===== config.mk =====
export PLATFORM = sky130hd
export DESIGN_NAME = edgesel_ctrl
export DESIGN_NICKNAME = d
export VERILOG_FILES = /design/src/rtl/edgesel_pkg.sv /design/src/rtl/edgesel_sync.sv /design/src/rtl/edgesel_qual.sv /design/src/rtl/edgesel_cfg_reg.sv /design/src/rtl/edgesel_ctrl.sv
export SDC_FILE = /design/constraint.sdc
export NUM_CORES = 1
export LEC_CHECK = 0
export ABC_CLOCK_PERIOD_IN_PS = 1400
export BUFFER_PORTS_ARGS = -buffer_cell sky130_fd_sc_hd__buf_2
export CAP_MARGIN = 0
export CORE_ASPECT_RATIO = 0.9
export CORE_MARGIN = 2
export CORE_UTILIZATION = 45
export DETAILED_ROUTE_END_ITERATION = 7
export GPL_TIMING_DRIVEN = 0
export PLACE_DENSITY_LB_ADDON = 0.12
export SLEW_MARGIN = 20
export SYNTH_ARGS = -nofsm -noshare
export SYNTH_HDL_FRONTEND = slang
export SYNTH_SLANG_ARGS = --single-unit
export TNS_END_PERCENT = 50

===== constraint.sdc =====
create_clock -name clk -period 1.4 [get_ports clk]
set_input_delay 0.14 -clock clk [delete_from_list [all_inputs] [get_ports clk]]
set_output_delay 0.14 -clock clk [all_outputs]
set_load 0.005 [all_outputs]

===== src/rtl/edgesel_pkg.sv =====
package edgesel_pkg;

    localparam int FIELD_W   = 2;
    localparam int NUM_PATHS = 2;
    localparam int LIVE_W    = FIELD_W * NUM_PATHS;
    localparam int PATH_TRIG = 0;
    localparam int PATH_EVT  = 1;

    typedef enum logic [FIELD_W-1:0] {
        EDGE_NONE = 2'b00,
        EDGE_RISE = 2'b01,
        EDGE_FALL = 2'b10,
        EDGE_BOTH = 2'b11
    } edge_sel_e;

    typedef struct packed {
        logic [LIVE_W-1:0] fields;
        logic              lock_err;
    } cfg_state_t;

endpackage


===== src/rtl/edgesel_sync.sv =====
module edgesel_sync #(
    parameter int STAGES = 2
) (
    input  logic clk,
    input  logic rst,
    input  logic pin_in,
    output logic cur,
    output logic prev
);
    localparam int LAST = STAGES - 1;

    typedef struct packed {
        logic [STAGES-1:0] chain;
        logic              prev;
    } sync_state_t;

    sync_state_t st_d, st_q;

    always_comb begin
        st_d = st_q;
        if (rst) begin
            // preload every stage with the live pin so no edge is seen at release
            st_d.chain = {STAGES{pin_in}};
            st_d.prev  = pin_in;
        end else begin
            st_d.chain = {st_q.chain[LAST-1:0], pin_in};
            st_d.prev  = st_q.chain[LAST];
        end
    end

    always_ff @(posedge clk) begin
        st_q <= st_d;
    end

    assign cur  = st_q.chain[LAST];
    assign prev = st_q.prev;

    AST_QUIET_AFTER_RESET: assert property (@(posedge clk) disable iff (rst)
        $fell(rst) |-> (cur == prev));

endmodule


===== src/rtl/edgesel_qual.sv =====
module edgesel_qual
    import edgesel_pkg::*;
(
    input  logic               clk,
    input  logic               rst,
    input  logic [FIELD_W-1:0] sel,
    input  logic               enable,
    input  logic               cur,
    input  logic               prev,
    output logic               strobe
);
    logic strobe_d, strobe_q;
    logic rise, fall, hit;

    always_comb begin
        rise = cur & ~prev;
        fall = ~cur & prev;
        case (edge_sel_e'(sel))
            EDGE_RISE: hit = rise;
            EDGE_FALL: hit = fall;
            EDGE_BOTH: hit = rise | fall;
            default:   hit = 1'b0;
        endcase
        strobe_d = rst ? 1'b0 : (hit & enable);
    end

    always_ff @(posedge clk) begin
        strobe_q <= strobe_d;
    end

    assign strobe = strobe_q;

    AST_STROBE_HAS_EDGE: assert property (@(posedge clk) disable iff (rst)
        strobe_q |-> $past(cur != prev));
    AST_STROBE_NEEDS_SEL: assert property (@(posedge clk) disable iff (rst)
        strobe_q |-> ($past(sel) != EDGE_NONE));

endmodule


===== src/rtl/edgesel_cfg_reg.sv =====
module edgesel_cfg_reg
    import edgesel_pkg::*;
#(
    parameter int DATA_W = 8,
    localparam int IDX_W = $clog2(DATA_W)
) (
    input  logic              clk,
    input  logic              rst,
    input  logic              cnt_en,
    input  logic              wr_en,
    input  logic [DATA_W-1:0] wr_data,
    input  logic              bit_wr_en,
    input  logic [IDX_W-1:0]  bit_idx,
    input  logic              bit_val,
    output logic [DATA_W-1:0] rd_data,
    output logic [LIVE_W-1:0] fields,
    output logic              lock_err
);
    localparam int PAD_W = DATA_W - LIVE_W;

    cfg_state_t        st_d, st_q;
    logic [DATA_W-1:0] cur_full;
    logic [DATA_W-1:0] cand;
    logic              any_wr;
    logic              changes;

    always_comb begin
        st_d     = st_q;
        cur_full = {{PAD_W{1'b0}}, st_q.fields};
        cand     = cur_full;
        if (wr_en) begin
            cand = wr_data;
        end else begin
            cand[bit_idx] = bit_val;
        end
        any_wr  = wr_en | bit_wr_en;
        changes = (cand[LIVE_W-1:0] != st_q.fields);

        if (rst) begin
            st_d.fields   = '0;
            st_d.lock_err = 1'b0;
        end else if (any_wr) begin
            if (!cnt_en) begin
                st_d.fields   = cand[LIVE_W-1:0];
                st_d.lock_err = 1'b0;
            end else if (changes) begin
                st_d.lock_err = 1'b1;
            end
        end
    end

    always_ff @(posedge clk) begin
        st_q <= st_d;
    end

    assign rd_data  = {{PAD_W{1'b0}}, st_q.fields};
    assign fields   = st_q.fields;
    assign lock_err = st_q.lock_err;

    AST_FIELDS_LOCKED: assert property (@(posedge clk) disable iff (rst)
        cnt_en |=> (st_q.fields == $past(st_q.fields)));
    AST_ERR_ON_BLOCKED: assert property (@(posedge clk) disable iff (rst)
        (cnt_en && wr_en && (wr_data[LIVE_W-1:0] != st_q.fields)) |=> st_q.lock_err);
    AST_ERR_CLEARED: assert property (@(posedge clk) disable iff (rst)
        (!cnt_en && (wr_en || bit_wr_en)) |=> !st_q.lock_err);
    AST_BYTE_WRITE: assert property (@(posedge clk) disable iff (rst)
        (!cnt_en && wr_en) |=> (st_q.fields == $past(wr_data[LIVE_W-1:0])));

endmodule


===== src/rtl/edgesel_ctrl.sv =====
module edgesel_ctrl
    import edgesel_pkg::*;
#(
    parameter int              DATA_W      = 8,
    parameter int              MODE_W      = 3,
    parameter int              SYNC_STAGES = 2,
    parameter logic [MODE_W-1:0] EVT_MODE  = 3'b001,
    localparam int             IDX_W       = $clog2(DATA_W)
) (
    input  logic              clk,
    input  logic              rst,
    input  logic              pin_in,
    input  logic              cnt_en,
    input  logic              evt_en,
    input  logic [MODE_W-1:0] timer_mode,
    input  logic              wr_en,
    input  logic [DATA_W-1:0] wr_data,
    input  logic              bit_wr_en,
    input  logic [IDX_W-1:0]  bit_idx,
    input  logic              bit_val,
    output logic [DATA_W-1:0] rd_data,
    output logic              lock_err,
    output logic              evt_pulse,
    output logic              trig_pulse
);
    logic [LIVE_W-1:0]    fields;
    logic                 pin_cur, pin_prev;
    logic                 evt_gate;
    logic [NUM_PATHS-1:0] path_en;
    logic [NUM_PATHS-1:0] strobes;

    edgesel_cfg_reg #(.DATA_W(DATA_W)) u_cfg (
        .clk      (clk),
        .rst      (rst),
        .cnt_en   (cnt_en),
        .wr_en    (wr_en),
        .wr_data  (wr_data),
        .bit_wr_en(bit_wr_en),
        .bit_idx  (bit_idx),
        .bit_val  (bit_val),
        .rd_data  (rd_data),
        .fields   (fields),
        .lock_err (lock_err)
    );

    edgesel_sync #(.STAGES(SYNC_STAGES)) u_sync (
        .clk   (clk),
        .rst   (rst),
        .pin_in(pin_in),
        .cur   (pin_cur),
        .prev  (pin_prev)
    );

    always_comb begin
        evt_gate           = evt_en | (timer_mode == EVT_MODE);
        path_en            = '1;
        path_en[PATH_EVT]  = evt_gate;
    end

    for (genvar p = 0; p < NUM_PATHS; p++) begin : g_path
        edgesel_qual u_qual (
            .clk   (clk),
            .rst   (rst),
            .sel   (fields[p*FIELD_W +: FIELD_W]),
            .enable(path_en[p]),
            .cur   (pin_cur),
            .prev  (pin_prev),
            .strobe(strobes[p])
        );
    end

    assign evt_pulse  = strobes[PATH_EVT];
    assign trig_pulse = strobes[PATH_TRIG];

    AST_EVT_GATED: assert property (@(posedge clk) disable iff (rst)
        evt_pulse |-> $past(evt_en || (timer_mode == EVT_MODE)));
    AST_UPPER_READS_ZERO: assert property (@(posedge clk) disable iff (rst)
        (wr_en && !cnt_en) |=> (rd_data[DATA_W-1:LIVE_W] == '0));

endmodule


==> impl_metrics.tcl, run 1 <==
set metrics [dict create \
    synth_top_area_cell "dfxtp_1" \
    synth.area.top_cells "dfxtp_1 (28%), a21oi_1 (6.3%), mux2i_1 (5.6%)" \
    power_density_mw_per_mm2 838 \
    drcViolationCount 0 \
    critPathLaunchType "flip-flop" \
    cts_tree "done" \
    grt_antenna_before_repair 0 \
    post-route-util_pct 61.7 \
    crit_required_ns 1.56 \
    min_period_over_period_pct 91.7 \
    rows 13 \
    rsz0062_at_grt "no" \
    syn2layout_area_growth_pct 26.9 \
    hold_viol 0 \
    syn_area_per_cell_sq_um 8.48 \
    fin_crit_ns 1.28 \
    synth_cell_types 32 \
    cts_made_buffers 3 \
    cts_setup_buffers 0 \
    maxSlewViolCount 0 \
    io_buffers 23 \
    crit_type "reg -> reg" \
    viasPerCell 5.22 \
    antenna_cells 0 \
    dr.pass1.iters 4 \
    setup_tns_ns 0 \
    vias 679 \
    ys_ff_latch 10 \
    ctsResizeCount 0 \
    hp-class "in -> reg" \
    cp-end-kind "flip-flop" \
    syn_area_sq_um 712 \
    path_max_fanout 5 \
    synth_edf_count 0 \
    synth_top_area_share_pct 28.1 \
    setup_viol 0 \
    fp.dieH_microns 41.7 \
    grt.total_usage_pct 17.1 \
    drt_iter0_drc 9 \
    h-tree-depth 1 \
    grt_max_degree 11 \
    status "finished, final reports clean" \
    synth.top_cells.by_count "dfxtp_1 (10), a21oi_1 (9), inv_1 (8)" \
    finClkSkew_ns 0.00489 \
    yosys_most_used_dff "dfxtp_1" \
    io_pins 33 \
    vdd_ir_drop_max_mv 0.640 \
    drive_above_1_share_pct 35.7 \
    clkTransAtPathRegs_ns 0.07 \
    cts.sinks 10 \
    overflow 0 \
    cp.arrival_ns 1.45 \
    cts_hold_buf 1 \
    routed_wl_microns 1410 \
    seq_area_frac_synth_pct 28.1 \
    clock_path_buffers 2 \
    fmax_mhz 779 \
    drv_cap 0 \
    place_congestion 0.725 \
    dieArea_sq_mm 0.00192 \
    grt_pass1_wl_microns 2450 \
    clock-root-buffer "clkbuf_4" \
    die_w_microns 45.9 \
    wire_per_inst_microns 10.8 \
    fin_nets 140 \
    power.total_uw 757 \
    hpwl_microns 1150 \
    synth_most_common_cell "dfxtp_1" \
    async_flop_share_pct 0 \
    drt.antenna.violating_nets 0 \
    syn_inst 84 \
    start_util_pct 48.6 \
    core_sq_mm 0.00146 \
    p_leak_nw 0.453 \
    grt_pass1_vias 596 \
    yosysWarnings 0 \
    clock_latency_ns 0.27 \
]
==> stage by stage <==
stage | setup WS (ns) | hold slack, ns | cell area, sq um | cells
after floorplan | 0.184 | 0.168 | 723 | 87
after global placement | 0.107 | 0.261 | 857 | 125
after detailed placement | 0.0993 | 0.261 | 857 | 125
after CTS | 0.105 | 0.0871 | 903 | 130
after global routing | 0.0463 | 0.0832 | 903 | 130
final | 0.117 | 0.0972 | 903 | 130
==> area by class of cell <==
cell class / count / area [sq um]
plain buffers: 6 / 48.8
inverters: 9 / 38.8
repair buffers: 24 / 125
well taps: 15 / 18.8
clock buffers: 4 / 36.3
fillers: 140 / 561
multi-input cells: 62 / 435
flip-flops and latches: 10 / 200
==> flip-flops by register name (all words and copies together), names as in the netlist <==
register / cells
u_cfg.fields: 4
g_path.u_qual.strobe: 2
u_sync.st_q: 1
u_sync.cur: 1
u_sync.prev: 1
u_cfg.lock_err: 1
==> logic make-up after synthesis <==
family                     share of synthesized area, %
adders and majority gates                          3.51
DFF                                                28.1
AOI/OAI and AO/OA                                  22.5
muxes                                              7.21
buffers and inverters                              12.3
xor gates and xnor gates                           4.92
other                                             0.527
and+or+nand+nor                                    20.9
==> routing by layer <==
metal  up-vias  global-route usage, %  routed length, microns
met5         -                      0                       0
met4         0                   5.14                      19
met3         3                   6.96                     112
met2        22                   24.7                     602
met1       304                   22.8                     672
li1        350                      -                       -
==> critical path, stage by stage, from the launching register on <==
cell	delay, ns
dfxtp_1	0.35
xor2_1	0.20
nor4_4	0.27
a21oi_1	0.08
o311a_1	0.28
==> report_power, final <==
group	switching [mW]	internal, mW	leakage, nW	total [mW]
Sequential	0.0158	0.301	0.0825	0.317
Clock	0.105	0.158	0.0210	0.263
Combinational	0.0872	0.0893	0.349	0.176
==> worst paths after layout <==
path / start / endpoint / slack (ns) / cells after the start
setup / recovery: u_cfg.fields[3]$_SDFFE_PP0P_ / u_cfg.lock_err$_SDFFE_PP0P_ / 0.12 / 4
setup reg to reg: u_cfg.fields[3]$_SDFFE_PP0P_ / u_cfg.lock_err$_SDFFE_PP0P_ / 0.12 / 4
hold / removal: rst / u_cfg.fields[0]$_SDFFE_PP0P_ / 0.1 / 2
hold reg to reg: u_sync.st_q[1]$_DFF_P_ / u_sync.cur$_DFF_P_ / 0.45 / 2
==> layout by cell type (no fill, tap or decap), drive strengths merged <==
cell type | netlist | layout
buf | 6 | 29
dfxtp | 10 | 10
a21oi | 9 | 9
inv | 8 | 8
nor2 | 8 | 8
nand2 | 5 | 5
o21ai | 5 | 5
mux2i | 4 | 4
xor2 | 4 | 4
conb | 1 | 4
clkbuf | 0 | 4
nor3 | 3 | 3
a2bb2oi | 2 | 2
nor3b | 2 | 2
ha | 2 | 2
a221oi | 2 | 2
or2 | 1 | 1
clkinv | 1 | 1
nor2b | 1 | 1
a32o | 1 | 1
nor4b | 1 | 1
and3b | 1 | 1
nor4 | 1 | 1
mux2 | 1 | 1
o311a | 1 | 1
o2bb2ai | 1 | 1
a22o | 1 | 1
or3b | 1 | 1
o221a | 1 | 1
dlygate4sd3 | 0 | 1
No activity file was read; power rests on OpenSTA's default activity.
==> run 2: changes to the inputs <==
--- a/config.mk
+++ b/config.mk
@@ -7,3 +7,3 @@
 export LEC_CHECK = 0
-export ABC_CLOCK_PERIOD_IN_PS = 1400
+export ABC_CLOCK_PERIOD_IN_PS = 1600
 export BUFFER_PORTS_ARGS = -buffer_cell sky130_fd_sc_hd__buf_2
@@ -12,3 +12,3 @@
 export CORE_MARGIN = 2
-export CORE_UTILIZATION = 45
+export CORE_UTILIZATION = 48
 export DETAILED_ROUTE_END_ITERATION = 7
==> constraint.sdc (replaced) <==
create_clock -name clk -period 1.6 [get_ports clk]
set_input_delay 0.48 -clock clk [delete_from_list [all_inputs] [get_ports clk]]
set_output_delay 0.48 -clock clk [all_outputs]
set_load 0.005 [all_outputs]
==> run 2 against run 1 <==
Net effect:
- non-clock buffer count decreased by 1
- power decreased by 14%
- register-to-register slack improved by 0.16 ns
- worst setup slack improved by 0.12 ns
- clock power decreased by 16%
- first-iteration DRC count increased by 22%
- clock-buffer cell count unchanged
- critical path depth decreased by 3
- clock skew decreased by 0.0039 ns
- critical endpoint is now rd_data[1]
- largest cell class unchanged
- largest power group unchanged
==> impl_metrics.tcl, run 2 (synthesized netlist as in run 1, its figures left out) <==
set metrics [dict create \
    drive_above_1_share_pct 36.0 \
    grt_antenna_before_repair 0 \
    drcViolationCount 0 \
    hold_viol 0 \
    crit_type "reg -> out" \
    crit_chain "buf_2" \
    grt_pass1_wl_microns 2370 \
    grt.total_usage_pct 18.5 \
    cp_slowest_cell "dfxtp_1" \
    maxSlewViolCount 0 \
    dr_wl_met3_microns 115 \
    final_common_cell "buf_2" \
    io_pins 33 \
    dr_wl_met2_microns 662 \
    drv_cap 0 \
    vias 695 \
    clock_path_buffers 2 \
    fin_crit_ns 1.36 \
    core_sq_mm 0.00142 \
    regArea_sq_um 200 \
    dieArea_sq_mm 0.00181 \
    dr.pass1.iters 4 \
    grt_pass1_vias 578 \
    crit_required_ns 1.12 \
    min_period_over_period_pct 85.0 \
    rsz0062_at_grt "no" \
    setup_tns_ns 0 \
    post_dp_cell_area_sq_um 857 \
    fmax_mhz 735 \
    io_buffers 23 \
    cts_tree "done" \
    place_congestion 0.735 \
    path_max_fanout 6 \
    antenna_cells 0 \
    critPathLaunchType "flip-flop" \
    fin_area_sq_um 893 \
    dp_cells 125 \
    largest_reg_flops 4 \
    power.total_uw 651 \
    drt_iter0_drc 11 \
    cts_hold_buf 0 \
    multi_input_area_sq_um 435 \
    fill_cells 126 \
    start_util_pct 50.3 \
    met1Wirelength_microns 637 \
    rows 13 \
    cts_made_buffers 3 \
    clock-root-buffer "clkbuf_4" \
    hpwl_microns 1180 \
    clock_latency_ns 0.26 \
    finClkSkew_ns 0.000973 \
    top_layer_used "met3" \
    clkTransAtPathRegs_ns 0.06 \
    hp-class "in -> reg" \
    wire_per_inst_microns 11.0 \
    h-tree-depth 1 \
    cts_setup_buffers 0 \
    routed_wl_microns 1420 \
    cts.sinks 10 \
    vdd_ir_drop_max_mv 0.573 \
    fin_nets 139 \
    cp.arrival_ns 0.88 \
    viasPerCell 5.39 \
    syn2layout_area_growth_pct 25.5 \
    overflow 0 \
    ctsResizeCount 0 \
    cp_top_family "flip-flops" \
    cp-end-kind "output port" \
    crit_buf_inv 1 \
    die_w_microns 44.6 \
    drt.antenna.violating_nets 0 \
    status "finished, final reports clean" \
    layout_common_cells "buf_2 (23), dfxtp_1 (10), a21oi_1 (9)" \
    fp.dieH_microns 40.5 \
    grt_max_degree 11 \
    max_stage_delay_ns 0.46 \
    setup_viol 0 \
    final_cells 129 \
    p_leak_nw 0.449 \
    power_density_mw_per_mm2 729 \
]
-- run 2: cell types whose count changed in the layout (fill, tap and decap cells not counted), sizes merged --
cell	change
dlygate4sd3	-1
-- run 2: layer usage --
metal,GRT usage (%),vias up
li1,-,352
met1,20.7,318
met2,33.3,25
met3,8.56,0
met4,2.27,0
met5,0,-
-- run 2: layout make-up --
cell class | count | share of cell area (%)
multi-input cells | 62 | 48.7
flip-flops and latches | 10 | 22.4
repair buffers | 23 | 12.9
plain buffers | 6 | 5.46
inverters | 9 | 4.34
clock buffers | 4 | 4.06
well taps | 15 | 2.10
-- run 2: worst paths after layout --
check,from,to,slack (ns),depth (start not counted)
max,u_cfg.fields[1]$_SDFFE_PP0P_,rd_data[1],0.24,1
min,pin_in,u_sync.st_q[1]$_DFF_P_,0.33,1
max reg2reg,u_cfg.fields[3]$_SDFFE_PP0P_,u_cfg.lock_err$_SDFFE_PP0P_,0.28,4
min reg2reg,u_sync.st_q[1]$_DFF_P_,u_sync.cur$_DFF_P_,0.46,2
-- run 2: power breakdown --
| part | switching, mW | internal (mW) |
|---|---|---|
| logic | 0.0760 | 0.0767 |
| clock network | 0.0821 | 0.138 |
| registers | 0.0147 | 0.264 |
| total | 0.173 | 0.479 |
-- run 2: per-stage QoR --
stage | setup slack (ns) | utilization [%] | hold WS, ns
after detailed placement | 0.00734 | 60.6 | 0.457
after CTS | 0.219 | 63.1 | 0.315
after global routing | 0.195 | 63.1 | 0.305
after global placement | 0.0255 | 60.6 | 0.431
final | 0.240 | 63.1 | 0.331
after floorplan | 0.239 | - | 0.427
